**src/rtl/serial_pair_monitor.sv**
```systemverilog
module serial_pair_monitor #(
  parameter int DATA_MAX = 9,
  parameter int DIV_W    = 16
) (
  input  logic                    clk,
  input  logic                    rst_n,
  input  logic [1:0]              ser_in,
  input  logic [3:0]              cfg_width,
  input  logic [2:0]              cfg_parity,
  input  logic                    cfg_msb_first,
  input  logic [DIV_W-1:0]        cfg_clks_per_bit,
  output logic [1:0]              frame_valid,
  output logic [2*DATA_MAX-1:0]   frame_word,
  output logic [1:0]              parity_err,
  output logic [1:0]              stop_err
);
  localparam int DATA_MIN = 5;

  typedef enum logic [2:0] {ST_IDLE, ST_START, ST_DATA, ST_PAR, ST_STOP} st_t;

  logic [3:0] width_eff;
  logic [2:0] par_eff;
  assign width_eff = (cfg_width < 4'(DATA_MIN)) ? 4'(DATA_MIN) :
                     (cfg_width > 4'(DATA_MAX)) ? 4'(DATA_MAX) : cfg_width;
  assign par_eff   = (cfg_parity > 3'd4) ? 3'd0 : cfg_parity;

  for (genvar ch = 0; ch < 2; ch++) begin : g_lane
    st_t                 st;
    logic                s1, s2, s3;
    logic [DIV_W-1:0]    cnt, div_l;
    logic [3:0]          bits_l, idx;
    logic [2:0]          par_l;
    logic                msb_l;
    logic [DATA_MAX-1:0] sh, dat_q;
    logic                perr, vld_q, perr_q, ferr_q;
    logic                tick, ones, par_bad;
    logic [DATA_MAX-1:0] lsb_in;

    assign tick   = (cnt == '0);
    assign ones   = ^sh ^ s2;
    assign lsb_in = {{(DATA_MAX-1){1'b0}}, s2} << (bits_l - 4'd1);

    always_comb begin
      case (par_l)
        3'd1:    par_bad = ~ones;
        3'd2:    par_bad = ones;
        3'd3:    par_bad = s2;
        3'd4:    par_bad = ~s2;
        default: par_bad = 1'b0;
      endcase
    end

    always_ff @(posedge clk or negedge rst_n) begin
      if (!rst_n) begin
        st <= ST_IDLE;
        {s1, s2, s3} <= 3'b111;
        cnt <= '0; div_l <= '0; bits_l <= 4'(DATA_MIN); idx <= '0;
        par_l <= '0; msb_l <= 1'b0; sh <= '0; perr <= 1'b0;
        dat_q <= '0; vld_q <= 1'b0; perr_q <= 1'b0; ferr_q <= 1'b0;
      end else begin
        s1 <= ser_in[ch];
        s2 <= s1;
        s3 <= s2;
        vld_q <= 1'b0;
        case (st)
          ST_IDLE: if (s3 && !s2) begin
            bits_l <= width_eff;
            par_l  <= par_eff;
            msb_l  <= cfg_msb_first;
            div_l  <= cfg_clks_per_bit;
            cnt    <= cfg_clks_per_bit >> 1;
            st     <= ST_START;
          end
          ST_START: if (tick) begin
            if (s2) st <= ST_IDLE;
            else begin
              st <= ST_DATA; cnt <= div_l - 1'b1;
              idx <= '0; sh <= '0; perr <= 1'b0;
            end
          end else cnt <= cnt - 1'b1;
          ST_DATA: if (tick) begin
            sh  <= msb_l ? {sh[DATA_MAX-2:0], s2} : ((sh >> 1) | lsb_in);
            idx <= idx + 4'd1;
            cnt <= div_l - 1'b1;
            if (idx == bits_l - 4'd1) st <= (par_l != 3'd0) ? ST_PAR : ST_STOP;
          end else cnt <= cnt - 1'b1;
          ST_PAR: if (tick) begin
            perr <= par_bad;
            cnt  <= div_l - 1'b1;
            st   <= ST_STOP;
          end else cnt <= cnt - 1'b1;
          ST_STOP: if (tick) begin
            dat_q  <= sh;
            perr_q <= perr;
            ferr_q <= ~s2;
            vld_q  <= 1'b1;
            st     <= ST_IDLE;
          end else cnt <= cnt - 1'b1;
          default: st <= ST_IDLE;
        endcase
      end
    end

    assign frame_valid[ch] = vld_q;
    assign parity_err[ch]  = perr_q;
    assign stop_err[ch]    = ferr_q;
    assign frame_word[ch*DATA_MAX +: DATA_MAX] = dat_q;


    pulse_single_chk: assert property (@(posedge clk) disable iff (!rst_n)
      vld_q |=> !vld_q);

    no_par_err_chk: assert property (@(posedge clk) disable iff (!rst_n)
      (vld_q && par_l == 3'd0) |-> !perr_q);

    word_width_chk: assert property (@(posedge clk) disable iff (!rst_n)
      vld_q |-> ((dat_q >> bits_l) == '0));

    cnt_bound_chk: assert property (@(posedge clk) disable iff (!rst_n)
      (st != ST_IDLE) |-> (cnt < div_l));

    cfg_hold_chk: assert property (@(posedge clk) disable iff (!rst_n)
      (st != ST_IDLE && $past(st) != ST_IDLE) |->
        ($stable(bits_l) && $stable(par_l) && $stable(msb_l) && $stable(div_l)));
  end
endmodule

```
**config.mk**
```make
export PLATFORM = sky130hd
export DESIGN_NAME = serial_pair_monitor
export DESIGN_NICKNAME = d
export VERILOG_FILES = /design/src/rtl/serial_pair_monitor.sv
export SDC_FILE = /design/constraint.sdc
export NUM_CORES = 1
export LEC_CHECK = 0
export CAP_MARGIN = 10
export CORE_MARGIN = 2
export CORE_UTILIZATION = 25
export DETAILED_ROUTE_END_ITERATION = 12
export GPL_ROUTABILITY_DRIVEN = 1
export PLACE_DENSITY = 0.4
export SLEW_MARGIN = 5
export SYNTH_ARGS = -nofsm -noshare
export SYNTH_HDL_FRONTEND = slang
export SYNTH_SLANG_ARGS = --single-unit
```
**constraint.sdc**
```tcl
create_clock -name clk -period 2.88 [get_ports clk]
set_input_delay 0.576 -clock clk [delete_from_list [all_inputs] [get_ports clk]]
set_output_delay 0.576 -clock clk [all_outputs]
set_load 0.02 [all_outputs]
```
== Word-level counts from Yosys, hierarchy flattened ==
Cells that the tools add are included.

* Divide/modulo/power cells: 0
* $mul: 0
* Bitwise gates (word level): 8
* Shift-type cells: 2
* Add/sub/neg operators: 8
* Equal/unequal tests: 36
* Muxes and demuxes: 65
* Reductions and logical operators: 32
* Order comparisons: 3

{| class="wikitable"
|+ Operators by type and width
! cell !! count
|-
| 16-bit 2-to-1 mux || 10
|-
| 16-bit case mux with 4 select lines || 2
|-
| 9-bit 2-to-1 mux || 8
|-
| 16-bit by 1-bit subtractor with 16-bit output (second input constant) || 4
|-
| 3-bit 2-to-1 mux || 15
|-
| 9-bit case mux with 2 select lines || 2
|-
| 16-bit logical NOT || 2
|-
| 4-bit 2-to-1 mux || 8
|-
| 2-bit inequality test (second input constant) || 16
|-
| 3-bit case mux with 5 select lines || 2
|-
| 3-bit by 2-bit equality test with 1-bit output (second input constant) || 8
|-
| 4-bit AND reduction || 6
|-
| 8-bit by 9-bit bitwise OR with 9-bit output || 2
|-
| 9-bit parity || 2
|-
| 1-bit by 4-bit << shifter with 9-bit output || 2
|-
| 4-bit case mux with 2 select lines || 2
|-
| 3-bit by 1-bit equality test with 1-bit output (second input constant) || 4
|-
| 3-bit equality test (second input constant) || 4
|-
| 6-bit AND reduction || 2
|-
| 1-bit 2-to-1 mux || 10
|-
| 4-bit by 1-bit adder with 4-bit output (second input constant) || 2
|-
| 4-bit equality test || 2
|-
| 1-bit case mux with 4 select lines || 2
|-
| 2-bit AND reduction || 4
|-
| other kinds (16) || 33
|}

* Bits in writable memories: 0
* Bits of input ports: 28
* Word-level logic and storage cells: 186
* Latch bits: 0
* Bits in read-only memories: 0
* Memories kept: 0
* Bits in registers: 144
* Output and inout port bits: 24

== Longest topological paths before layout ==
* Depth after elaboration: 6
* Gate-level depth with buffers: 9
* Depth with buffers taken out: 8

== Worst setup path after synthesis ==
Ideal clock, no wire load.

* Path kind: reg2reg
* From: reg g_lane[1].cnt[4]
* To: reg g_lane[1].dat_q[3]
* Period minus slack after synthesis: 2.435 ns
* Stages on the path, launching flop included: 7
* Data required time: 2.755 ns
* Arrival: 2.310 ns
* Slack: 0.445 ns
* Setup time: 0.125 ns
* Cell sequence: dfrtp_1 -> or4_4 -> or4b_4 -> nor2_8 -> nand3_4 -> buf_6 -> mux2_4

* Cells in the longest elaborated chain, start to end: 2

{| class="wikitable"
|+ Ends and longest elaborated chain
! what !! line !! source
|-
| start, declared || 30 || <nowiki>logic [DIV_W-1:0] cnt, div_l;</nowiki>
|-
| start signal, assigned || 71 || <nowiki>cnt <= cfg_clks_per_bit >> 1;</nowiki>
|-
| start signal, assigned || 80 || <nowiki>end else cnt <= cnt - 1'b1;</nowiki>
|-
| start signal, assigned || 84 || <nowiki>cnt <= div_l - 1'b1;</nowiki>
|-
| 16-bit logical NOT || 39 || <nowiki>assign tick = (cnt == '0);</nowiki>
|-
| 2-bit AND reduction (no source line) || -- ||
|-
| end signal, assigned || 93 || <nowiki>dat_q <= sh;</nowiki>
|-
| end, declared || 34 || <nowiki>logic [DATA_MAX-1:0] sh, dat_q;</nowiki>
|}

No other way between the ends.
A chain may end at the register's enable or synchronous reset.

== Worst setup path after layout ==
* From: reg g_lane[1].cnt[4]
* To: reg g_lane[1].cnt[14]

* Cells in the longest elaborated chain, start to end: 3
* Elaborated cells on any way between the ends: 9

{| class="wikitable"
|+ Ends and longest elaborated chain
! what !! line !! source
|-
| 16-bit by 1-bit subtractor with 16-bit output or 16-bit logical NOT (tied branches) || -- ||
|-
| 16-bit 2-to-1 mux (tied with other cells) || 92 || <nowiki>ST_STOP: if (tick) begin</nowiki>
|-
| 16-bit case mux with 4 select lines or 4-bit AND reduction (tied branches) || -- ||
|}

Several ways; a longest one is shown, not always the timed one. The select of a mux whose other input is x is not followed.

==> results.json <==
{
  "worstPathCellList": "or4_4 -> or4b_4 -> nor2_8 -> o21ai_2 -> a221oi_1 -> o22ai_1",
  "routed_via_density": 4.958,
  "finalSetupTns_ps": 0,
  "diodes": 0,
  "power_density_mw_per_mm2": 863.2,
  "slew_headroom": 0.5336,
  "syn_avg_cell_area_um2": 9.074,
  "vias": 7472,
  "ctsHoldBuffers": 0,
  "die_area_mm2": 0.03691,
  "cts_root_buf": "clkbuf_16",
  "cap_violations": 0,
  "core_area_mm2": 0.03471,
  "num_rows": 68,
  "crit_path_start_kind": "register",
  "htreeDepth": 4,
  "numCtsBuffers": 17,
  "fin_worst_skew_ps": 12.71,
  "post-route-min-period_ps": 2734,
  "clockBufferDepth": 2,
  "cp_slowest_stage_delay_ps": 590,
  "grt_max_degree": 67,
  "rsz0062_at_grt": "false",
  "hold_viol_final": 0,
  "status": "completed",
  "synth_edf_count": 0,
  "drtPass1Iterations": 4,
  "required_ps": 3170,
  "stdcell_count": 1507,
  "worstSetupPathType": "register to register",
  "path_clk_slew_ps": 70,
  "drt_iter0_drc": 558,
  "crit_fanout": 16,
  "yosys.area.top_type": "dfrtp_1",
  "fillers": 3672,
  "synthesis.nets": 1013,
  "ys_types": 82,
  "cts_tree": "built",
  "cp-end-kind": "register",
  "arrival_ps": 3020,
  "ys.flop_type": "dfrtp_1",
  "grt_use_total": 0.1479,
  "critPathTopFamily": "simple AND/OR/NAND/NOR gates",
  "cpMaxStageDelayCell": "or4_4",
  "drt_wl_total_mm": 26.13,
  "yosys-top-cells-area": "dfrtp_1, mux2_2, o21ai_0, nand2_1, xnor2_1",
  "initial_core_util": 0.2549,
  "drc": 0,
  "antenna_found_initial": 0,
  "fin_nets": 1077,
  "ant_nets": 0,
  "worst_slew_pin_slew_ps": 699.6,
  "worst_skew_pair.late_latency_ps": 430,
  "gp_congestion": 0.8107,
  "synth_warnings": 0,
  "crit_buf_inv": 0,
  "die_w_um": 192.1,
  "wl_per_cell_um": 17.34,
  "synth_area_mm2": 0.008847,
  "min_path_type": "input port to asynchronous set/reset pin",
  "grt_pass1_vias": 7426,
  "final-setup-viol-count": 0,
  "drv_slew": 0,
  "post-route-period-util": 0.9494,
  "dp_cells": 1475,
  "drive_above_1_share": 0.1644,
  "grt_overflow": 0,
  "yosysSeqAreaShare": 0.4087,
  "die_y_um": 192.1,
  "post_cts_resized": 0,
  "io_pins": 52,
  "cp.depth": 6,
  "hpwl_mm": 19.02,
  "syn_inst": 975,
  "timing.fmax_ghz": 0.3657,
  "p_leak_uw": 0.004284,
  "cts_setup_buffers": 0,
  "synth-async-reset-ratio": 1.000,
  "io_buffers": 51,
  "ys_ff_latch": 144,
  "clock-sinks": 144,
  "grt_pass1_wl_mm": 42.85,
  "area_growth_pct": 20.24,
  "reg2regPathDepth": 6,
  "synth_top_area_frac": 0.3790,
  "ir_drop_mv": 0.4233
}
[through the flow]
stage          hold slack (ps)    util  setup slack [ps]  total power, uW  instance area, um2
3_3_place_gp             346.8  0.2896             203.1             6972               10050
4_1_cts                  156.5  0.3062             150.2             9273               10630
5_1_grt                  159.3  0.3064             30.05             9910               10640
6_report                 125.0  0.3064             145.7             9182               10640
3_5_place_dp             348.7  0.2896             161.2             6965               10050
2_1_floorplan            280.4       -             444.8             5842                8847
[registers in the layout, summed over array words and instances, names as in the netlist, 6 cells and up]
register       cells
g_lane.dat_q      18
g_lane.idx         8
g_lane.div_l      32
g_lane.cnt        32
g_lane.sh         18
g_lane.par_l       6
g_lane.bits_l      8
g_lane.st          6
[Yosys cell counts, drive strengths merged (11+ instances only)]
cell / count
buf: 13
clkbuf: 38
nand3: 42
nor2: 78
a21oi: 58
dfrtp: 134
inv: 26
xor2: 27
nor3: 25
or3: 11
a31oi: 15
nand2: 106
mux2: 58
nor4: 14
xnor2: 37
o21ai: 93
[per-layer routing]
layer | GRT usage | vias up | wire length, um
met5 | 0 | - | 0
met4 | 0.04551 | 0 | 458
met3 | 0.01919 | 32 | 773
met2 | 0.2355 | 133 | 12160
met1 | 0.2080 | 3626 | 12740
li1 | - | 3681 | -
[worst paths after layout]
path | start | end | slack, ps
min in group clk | g_lane[0].s1 | g_lane[0].s2 | 360
setup / recovery | g_lane[1].cnt[4] | g_lane[1].cnt[14] | 150
max in group asynchronous | rst_n | g_lane[1].s1 | 1950
hold / removal | rst_n | g_lane[1].vld_q | 120
setup reg to reg | g_lane[1].cnt[4] | g_lane[1].cnt[14] | 150
hold reg to reg | g_lane[0].s1 | g_lane[0].s2 | 360
[layout make-up]
class	count	area, um2	area share
repair buffers	96	862.1	0.08104
multi-input cells	753	4915	0.4620
flip-flops and latches	144	3616	0.3399
clock buffers	18	429.2	0.04034
well taps	455	569.3	0.05352
clock inverters	14	145.1	0.01364
inverters	27	101.3	0.009527
[worst register-to-register path, stage by stage (launching register included)]
cell and delay [ps]:
dfrtp_1 450, or4_4 590, or4b_4 590, nor2_8 300, o21ai_2 210, a221oi_1 310, o22ai_1 140
[cells in the final DEF (no fill, tap or decap), types with 7 or more instances in the layout]
cell type,instances
mux2_4,7
xnor2_1,37
inv_1,26
o31ai_1,8
nor2_1,76
nand4_1,7
a211oi_1,10
nand2_1,104
nor3_1,23
clkbuf_16,17
nor3b_1,8
dfrtp_1,134
or3_1,11
o211ai_1,10
mux2_2,51
o22ai_1,8
buf_4,44
clkdlybuf4s50_1,50
and3_1,7
and2_1,7
xor2_1,27
ha_1,10
dfstp_2,10
nand3_1,41
nand2b_1,7
nor4_1,13
a31oi_1,15
nor2b_1,9
a21oi_1,57
or2_2,7
o21ai_0,89
[cells by family (layout without fill, tap and decap cells)]
kind of cell / count (synthesis) / count (layout) / share of synthesized area
AOI/OAI and AO/OA: 264 / 264 / 0.1880
xor gates and xnor gates: 67 / 67 / 0.07114
adders and majority gates: 10 / 10 / 0.01414
buffers and inverters: 78 / 155 / 0.03776
DFF: 144 / 144 / 0.4087
muxes: 63 / 63 / 0.08245
and+or+nand+nor: 349 / 349 / 0.1979
[where the power goes]
part	internal (uW)	switching, uW
clock	1220	1020
sequential	2620	804
combinational	1630	1890
Power figures use the tool's default switching activity.
